$ cat src/rtl/serlb_pkg.sv
package serlb_pkg;
    typedef enum logic [1:0] {
        LB_DIRECT    = 2'd0,
        LB_FACILITY  = 2'd1,
        LB_EQUIPMENT = 2'd2,
        LB_CONFLICT  = 2'd3
    } lb_state_e;
endpackage

$ cat src/rtl/serlb_bit_timer.sv
module serlb_bit_timer #(
    parameter int BYTE_W = 8
) (
    input  logic clk,
    input  logic rst,
    output logic last_bit,
    output logic byte_strobe
);
    localparam int CW = (BYTE_W > 1) ? $clog2(BYTE_W) : 1;
    localparam logic [CW-1:0] LAST = CW'(BYTE_W - 1);

    logic [CW-1:0] bit_cnt;

    assign last_bit = (bit_cnt == LAST);

    always_ff @(posedge clk) begin
        if (rst) begin
            bit_cnt     <= '0;
            byte_strobe <= 1'b0;
        end else begin
            bit_cnt     <= last_bit ? '0 : bit_cnt + 1'b1;
            byte_strobe <= last_bit;
        end
    end


    strobe_single_chk: assert property (@(posedge clk) disable iff (rst)
        byte_strobe |=> !byte_strobe);
endmodule

$ cat src/rtl/serlb_tx_shift.sv
module serlb_tx_shift #(
    parameter int BYTE_W = 8
) (
    input  logic              clk,
    input  logic              rst,
    input  logic              byte_strobe,
    input  logic              last_bit,
    input  logic [BYTE_W-1:0] tx_word,
    output logic              tx_bit
);
    logic [BYTE_W-1:0] hold_q;
    logic [BYTE_W-1:0] shift_q;

    always_ff @(posedge clk) begin
        if (rst) begin
            hold_q  <= '0;
            shift_q <= '0;
        end else begin
            if (byte_strobe)
                hold_q <= tx_word;
            if (last_bit)
                shift_q <= hold_q;
            else
                shift_q <= {shift_q[BYTE_W-2:0], 1'b0};
        end
    end

    assign tx_bit = shift_q[BYTE_W-1];
endmodule

$ cat src/rtl/serlb_rx_shift.sv
module serlb_rx_shift #(
    parameter int BYTE_W = 8
) (
    input  logic              clk,
    input  logic              rst,
    input  logic              last_bit,
    input  logic              ser_in,
    output logic [BYTE_W-1:0] rx_byte
);
    logic [BYTE_W-1:0] shift_q;
    logic [BYTE_W-1:0] shift_d;

    assign shift_d = {shift_q[BYTE_W-2:0], ser_in};

    always_ff @(posedge clk) begin
        if (rst) begin
            shift_q <= '0;
            rx_byte <= '0;
        end else begin
            shift_q <= shift_d;
            if (last_bit)
                rx_byte <= shift_d;
        end
    end
endmodule

$ cat src/rtl/serlb_loop_ctrl.sv
module serlb_loop_ctrl
    import serlb_pkg::*;
(
    input  logic clk,
    input  logic rst,
    input  logic fac_req,
    input  logic equ_req,
    output logic sel_fac,
    output logic sel_equ,
    output logic loop_err
);
    lb_state_e state_q, state_d;

    always_comb begin
        unique case ({fac_req, equ_req})
            2'b00:   state_d = LB_DIRECT;
            2'b10:   state_d = LB_FACILITY;
            2'b01:   state_d = LB_EQUIPMENT;
            default: state_d = LB_CONFLICT;
        endcase
    end

    always_ff @(posedge clk) begin
        if (rst)
            state_q <= LB_DIRECT;
        else
            state_q <= state_d;
    end

    always_comb begin
        sel_fac  = 1'b0;
        sel_equ  = 1'b0;
        loop_err = 1'b0;
        unique case (state_q)
            LB_DIRECT:    ;
            LB_FACILITY:  sel_fac = 1'b1;
            LB_EQUIPMENT: sel_equ = 1'b1;
            LB_CONFLICT: begin
                sel_fac  = 1'b1;
                loop_err = 1'b1;
            end
            default:      ;
        endcase
    end


    both_flag_chk: assert property (@(posedge clk) disable iff (rst)
        (fac_req && equ_req) |=> (loop_err && sel_fac && !sel_equ));


    no_false_flag_chk: assert property (@(posedge clk) disable iff (rst)
        !(fac_req && equ_req) |=> !loop_err);
endmodule

$ cat src/rtl/serlb_serdes.sv
module serlb_serdes #(
    parameter int BYTE_W = 8
) (
    input  logic              clk,
    input  logic              rst,
    input  logic [BYTE_W-1:0] tx_word,
    input  logic              rx_ser,
    input  logic              fac_loop,
    input  logic              equ_loop,
    output logic              tx_ser,
    output logic [BYTE_W-1:0] rx_byte,
    output logic              byte_strobe,
    output logic              loop_err
);
    logic last_bit;
    logic tx_bit;
    logic sel_fac;
    logic sel_equ;
    logic deser_in;

    serlb_bit_timer #(.BYTE_W(BYTE_W)) u_timer (
        .clk         (clk),
        .rst         (rst),
        .last_bit    (last_bit),
        .byte_strobe (byte_strobe)
    );

    serlb_tx_shift #(.BYTE_W(BYTE_W)) u_tx (
        .clk         (clk),
        .rst         (rst),
        .byte_strobe (byte_strobe),
        .last_bit    (last_bit),
        .tx_word     (tx_word),
        .tx_bit      (tx_bit)
    );

    serlb_loop_ctrl u_ctrl (
        .clk      (clk),
        .rst      (rst),
        .fac_req  (fac_loop),
        .equ_req  (equ_loop),
        .sel_fac  (sel_fac),
        .sel_equ  (sel_equ),
        .loop_err (loop_err)
    );

    assign tx_ser   = sel_fac ? rx_ser : tx_bit;
    assign deser_in = sel_equ ? tx_bit : rx_ser;

    serlb_rx_shift #(.BYTE_W(BYTE_W)) u_rx (
        .clk      (clk),
        .rst      (rst),
        .last_bit (last_bit),
        .ser_in   (deser_in),
        .rx_byte  (rx_byte)
    );


    fac_follow_chk: assert property (@(posedge clk) disable iff (rst)
        fac_loop |=> (tx_ser == rx_ser));


    equ_still_tx_chk: assert property (@(posedge clk) disable iff (rst)
        (equ_loop && !fac_loop) |=> (tx_ser == tx_bit));
endmodule

$ cat config.mk
export PLATFORM = sky130hd
export DESIGN_NAME = serlb_serdes
export DESIGN_NICKNAME = d
export VERILOG_FILES = /design/src/rtl/serlb_pkg.sv /design/src/rtl/serlb_bit_timer.sv /design/src/rtl/serlb_tx_shift.sv /design/src/rtl/serlb_rx_shift.sv /design/src/rtl/serlb_loop_ctrl.sv /design/src/rtl/serlb_serdes.sv
export SDC_FILE = /design/constraint.sdc
export NUM_CORES = 1
export LEC_CHECK = 0
export ABC_AREA = 1
export BUFFER_PORTS_ARGS = -buffer_cell sky130_fd_sc_hd__clkbuf_2
export CORE_MARGIN = 2
export CORE_UTILIZATION = 47
export CTS_CLUSTER_DIAMETER = 100
export DETAILED_ROUTE_END_ITERATION = 7
export GPL_TIMING_DRIVEN = 0
export PLACE_DENSITY = 0.77
export SETUP_SLACK_MARGIN = 0.3
export SLEW_MARGIN = 30
export SYNTH_ARGS = -nofsm -noshare
export SYNTH_HDL_FRONTEND = slang
export SYNTH_SLANG_ARGS = --single-unit
$ cat constraint.sdc
create_clock -name clk -period 1.1 [get_ports clk]
set_input_delay 0.22 -clock clk [delete_from_list [all_inputs] [get_ports clk]]
set_output_delay 0.22 -clock clk [all_outputs]
set_load 0.01 [all_outputs]
* Word level (Yosys, flattened, before mapping)
Cells that the tools add are included.
Storage, ports and cells: register bits 37, input port bits 13, output and inout bits 11, word-level logic and storage cells 27
Cells by class: add/subtract/negate cells 1, equality and inequality tests 6, mux-type cells 7, bitwise operators 1, reduce and logical (&&, ||, !) cells 4
Operator list (number):
- two-way mux 8 bit | 1
- == test 2 bit (second input constant) | 3
- one-hot mux 2 bit (3 select lines) | 1
- OR reduction 2 bit | 3
- two-way mux 1 bit | 5
- == test 2 x 1 -> 1 bit (second input constant) | 2
- adder 3 x 1 -> 3 bit (second input constant) | 1
- == test 3 bit (second input constant) | 1
- logical NOT 2 bit | 1
- NOT 1 bit | 1

* Longest topological paths before layout
depth after elaboration 4, gate-level depth with buffers 6, gate-level depth less buffers 6

* Cells and area by module
Synthesis repeated with hierarchy kept, for this count alone.
Second synthesis, totals: cells, all modules 198, area total of the unflattened synthesis 1423.9 sq um
By module, submodules not included:
- serlb_tx_shift | instances 1, cells an instance 98, area an instance 659.4 sq um, seq. area each 320.3 sq um
- serlb_rx_shift | instances 1, cells an instance 66, area an instance 519.2 sq um, seq. area each 300.3 sq um
- serlb_bit_timer | instances 1, cells an instance 15, area an instance 141.4 sq um, seq. area each 80.1 sq um
- serlb_loop_ctrl | instances 1, cells an instance 11, area an instance 73.8 sq um, seq. area each 40.0 sq um
- serlb_serdes | instances 1, cells an instance 8, area an instance 30.0 sq um, seq. area each 0.0 sq um

* Worst setup path before layout
Ideal clock, no wire load.
path type register -> register, from register u_timer.bit_cnt[0], to register u_rx.rx_byte[7], setup time 0.115 ns, data arrival time 1.055 ns, required time 0.985 ns, setup slack -0.070 ns, stages on the path, launching flop included 6, buffers on the path 1, clock period less this slack 1.170 ns, cell sequence dfxtp_1 ha_1 ha_1 buf_6 o21ai_2 a21oi_2
On the way: cells in the longest elaborated chain, start to end 1
Ends and longest elaborated chain:
- start: declaration | line serlb_bit_timer.sv:12 | logic [CW-1:0] bit_cnt;
- start signal: assignment | line serlb_bit_timer.sv:21 | bit_cnt <= last_bit ? '0 : bit_cnt + 1'b1;
- == test 3 bit | line serlb_bit_timer.sv:14 | assign last_bit = (bit_cnt == LAST);
- end signal: assignment | line serlb_rx_shift.sv:22 | rx_byte <= shift_d;
- end: declaration | line serlb_rx_shift.sv:8 | output logic [BYTE_W-1:0] rx_byte
No other way between the ends. A chain may end at the register's enable or synchronous reset.

* Worst setup path in the final report
from register u_ctrl.state_q[0], to output tx_ser
On the way: cells in the longest elaborated chain, start to end 4, elaborated cells on any way between the ends 5, classes of those cells eq/ne (2); mux (2); reduce/logical (1)
Ends and longest elaborated chain:
- start: declaration | line serlb_loop_ctrl.sv:12 | lb_state_e state_q, state_d;
- start signal: assignment | line serlb_loop_ctrl.sv:27 | state_q <= state_d;
- == test 2 x 1 -> 1 bit / == test 2 bit (equally long branches) | line serlb_loop_ctrl.sv:34 | unique case (state_q)
- OR reduction 2 bit (no line) *
- two-way mux 1 bit * | line serlb_loop_ctrl.sv:34
- two-way mux 1 bit * | line serlb_serdes.sv:47 | assign tx_ser = sel_fac ? rx_ser : tx_bit;
- end: declaration | line serlb_serdes.sv:10 | output logic tx_ser,
Mark *: on every way between the ends. The rest lies on a longest branch, timed or not.

==> impl_metrics.py <==
metrics = {
    "yosys": {
        "synth_cell_types": 18,
        "synth_seq_area_share": 0.574,
        "synth_top_area_share": 0.574,
        "netlist_area_um2": 1290,
        "ys_ff_latch": 37,
        "yosys_warnings": 0,
        "synthTopCellsByArea": "dfxtp_1 (57%), nor2_1 (8.1%), nand2_1 (6.1%), a21oi_1 (5.0%), inv_1 (4.7%)",
        "synth_cells": 148,
        "avgSynthCellArea_um2": 8.72,
        "syn_nets": 164,
        "yosys.area.top_type": "dfxtp_1",
    },
    "critical_path": {
        "r2r-end": "u_tx.shift_q[2]",
        "r2r_start": "u_timer.bit_cnt[0]",
        "cp-start-kind": "flip-flop",
        "crit_type": "reg2out",
        "r2r_slack_ns": -0.08,
        "endpoint": "tx_ser",
        "critPathArrivalTime_ns": 0.96,
        "crit_path_end_kind": "output pin",
        "r2r_cells": 6,
        "worstPathRequired_ns": 0.88,
        "worstSetupStartpoint": "u_ctrl.state_q[0]",
        "path_max_fanout": 3,
    },
    "floorplanning": {
        "die_w_um": 56.4,
        "die_area_um2": 3180,
        "core-area_um2": 2690,
        "die-height_um": 56.4,
        "ios": 24,
        "start_util": 0.481,
        "rows": 19,
    },
    "timing": {
        "finalMaxSlewViolations": 0,
        "rsz0062_at_grt": "true",
        "hold_viol": 0,
        "finalCritPeriodShare": 1.07,
        "period_minus_slack_ns": 1.18,
        "setup_slack_ns": -0.0774,
        "fin_skew_ns": 0.00448,
        "fmax_mhz": 849,
        "timing.hold.ws_ns": 0.0570,
        "worst_pin_slew_ns": 0.208,
        "final-setup-viol-count": 20,
        "slew_headroom": 0.860,
    },
    "global_route": {
        "overflow": 0,
        "antenna_found_initial": 0,
        "grt_max_degree": 12,
        "grt_pass1_wl_um": 4790,
        "grt_pass1_vias": 1077,
        "grt_usage": 0.201,
    },
    "placed_design": {
        "post_dp_cell_area_um2": 1510,
        "gp_congestion": 0.764,
        "dp_hpwl_um": 1510,
        "io_buffers": 22,
    },
    "clocking": {
        "clkLatencyLatePin_ns": 0.34,
        "tritoncts": "built",
        "numCtsBuffers": 5,
        "root_buffer": "clkbuf_4",
        "holdBufCountCts": 0,
        "path_clk_slew_ns": 0.11,
        "cts_max_path_buffers": 2,
        "cts.sinks": 37,
        "htreeDepth": 2,
    },
    "finish": {
        "area_growth_syn_to_layout_pct": 66.2,
        "multi_input_area_um2": 699,
        "fillers": 143,
        "stdcell_area_um2": 2150,
        "regArea_um2": 762,
        "diodes": 0,
        "fin_nets": 211,
        "mostFrequentLayoutCell": "dfxtp_1",
        "final_layout_size_suffix_gt1_frac": 0.622,
        "final_cell_mix": "dfxtp_1 (24), nor2_1 (16), buf_6 (15)",
    },
    "routing": {
        "via_per_inst": 4.88,
        "antenna_left": 0,
        "wl_um": 3080,
        "route.vias.total": 1107,
        "drc": 0,
        "drt_iter0_drc": 28,
        "firstDrtPassIters": 4,
        "wl_per_cell_um": 13.6,
    },
    "pwr": {
        "ir_worst_vdd_mv": 1.16,
        "power_density_nw_per_um2": 1180,
        "power.leakage_nw": 0.862,
    },
    "outcome": {
        "status": "finished, violations left",
        "violations": "setup timing",
    },
    "min_path": {
        "hold_class": "in2reg",
    },
    "run": {
        "drv_cap": 0,
    },
}
==> area by class of cell <==
class | instances | area share
Inverter | 19 | 0.0501
Clock buffer | 7 | 0.0257
Timing Repair inverter | 1 | 0.00758
Multi-Input combinational cell | 87 | 0.326
Tap cell | 31 | 0.0181
Clock inverter | 1 | 0.0140
Timing Repair Buffer | 39 | 0.170
Sequential cell | 37 | 0.355
Buffer | 5 | 0.0332
==> cells in the mapped netlist <==
master and number:
ha_1 3, a21oi_1 13, inv_4 1, buf_2 2, a21oi_2 2, o21ai_1 7, inv_1 16, dfxtp_1 37
inv_2 1, inv_8 1, nand2_2 1, nand2_1 21, nand3_1 3, nor2_1 28, o21ai_0 6, buf_12 1
o21ai_2 3, buf_6 2
==> per-stage QoR <==
step,cells,setup TNS (ns),setup WS [ns],power [mW],utilization
global placement,201,0,0.0134,1.52,0.561
finish,227,-0.805,-0.0774,2.54,0.799
global route,227,-1.56,-0.163,2.65,0.799
detailed placement,201,-0.0674,-0.0462,1.53,0.561
floorplan,148,0,0.0602,1.49,-
CTS,219,-0.458,-0.0787,2.50,0.673
==> worst min path at each step <==
stage / from / end / slack (ns) / depth (start not counted)
2_1_floorplan: fac_loop / u_ctrl.state_q[0] / 0.33 / 2
3_3_place_gp: u_timer.bit_cnt[0] / u_timer.bit_cnt[0] / 0.41 / 1
3_5_place_dp: u_timer.bit_cnt[0] / u_timer.bit_cnt[0] / 0.42 / 1
4_1_cts: equ_loop / u_ctrl.state_q[1] / 0.04 / 3
5_1_grt: fac_loop / u_ctrl.state_q[0] / 0.03 / 3
6_report: equ_loop / u_ctrl.state_q[1] / 0.06 / 3
==> logic make-up (layout without fill, tap and decap cells) <==
kind of cell	after synthesis	count (layout)	share of synthesized area
buffers and inverters	24	72	0.104
adders and majority gates	3	3	0.0291
and+or+nand+nor	53	53	0.159
AOI/OAI and AO/OA	31	31	0.135
DFF	37	37	0.574
==> state kept, by name, indices dropped and copies added (netlist names) <==
name and flops:
u_rx.rx_byte 8, u_ctrl.state_q 2, u_rx.shift_q 7, u_timer.bit_cnt 3
u_timer.byte_strobe 1, u_tx.hold_q 8, u_tx.shift_q 8
==> metal layers <==
metal	part of all wire	vias up	track usage	wire, um
met2	0.56	22	0.333	1720
met5	0	-	0	0
met1	0.40	526	0.240	1230
li1	-	557	-	-
met4	0.0068	0	0.0816	21
met3	0.036	2	0.0645	112
==> timing repair <==
item	in CTS	in global routing
pin swaps	11	25
resized for setup	43	79
endpoints found under the setup margin	34	40
setup buffers	7	8
gates cloned	3	0
==> critical path, stage by stage (launching register included) <==
cell and delay, ns:
dfxtp_2 0.35, inv_2 0.05, nand2_1 0.04, nand2_1 0.05, clkbuf_2 0.12
==> power by group <==
| group | internal (mW) | switching, mW | leakage (nW) |
|---|---|---|---|
| Sequential | 1.36 | 0.0185 | 0.306 |
| Combinational | 0.0859 | 0.105 | 0.511 |
| Clock | 0.543 | 0.430 | 0.0455 |
| Total | 1.99 | 0.553 | 0.862 |
No activity file was read; power rests on OpenSTA's default activity.
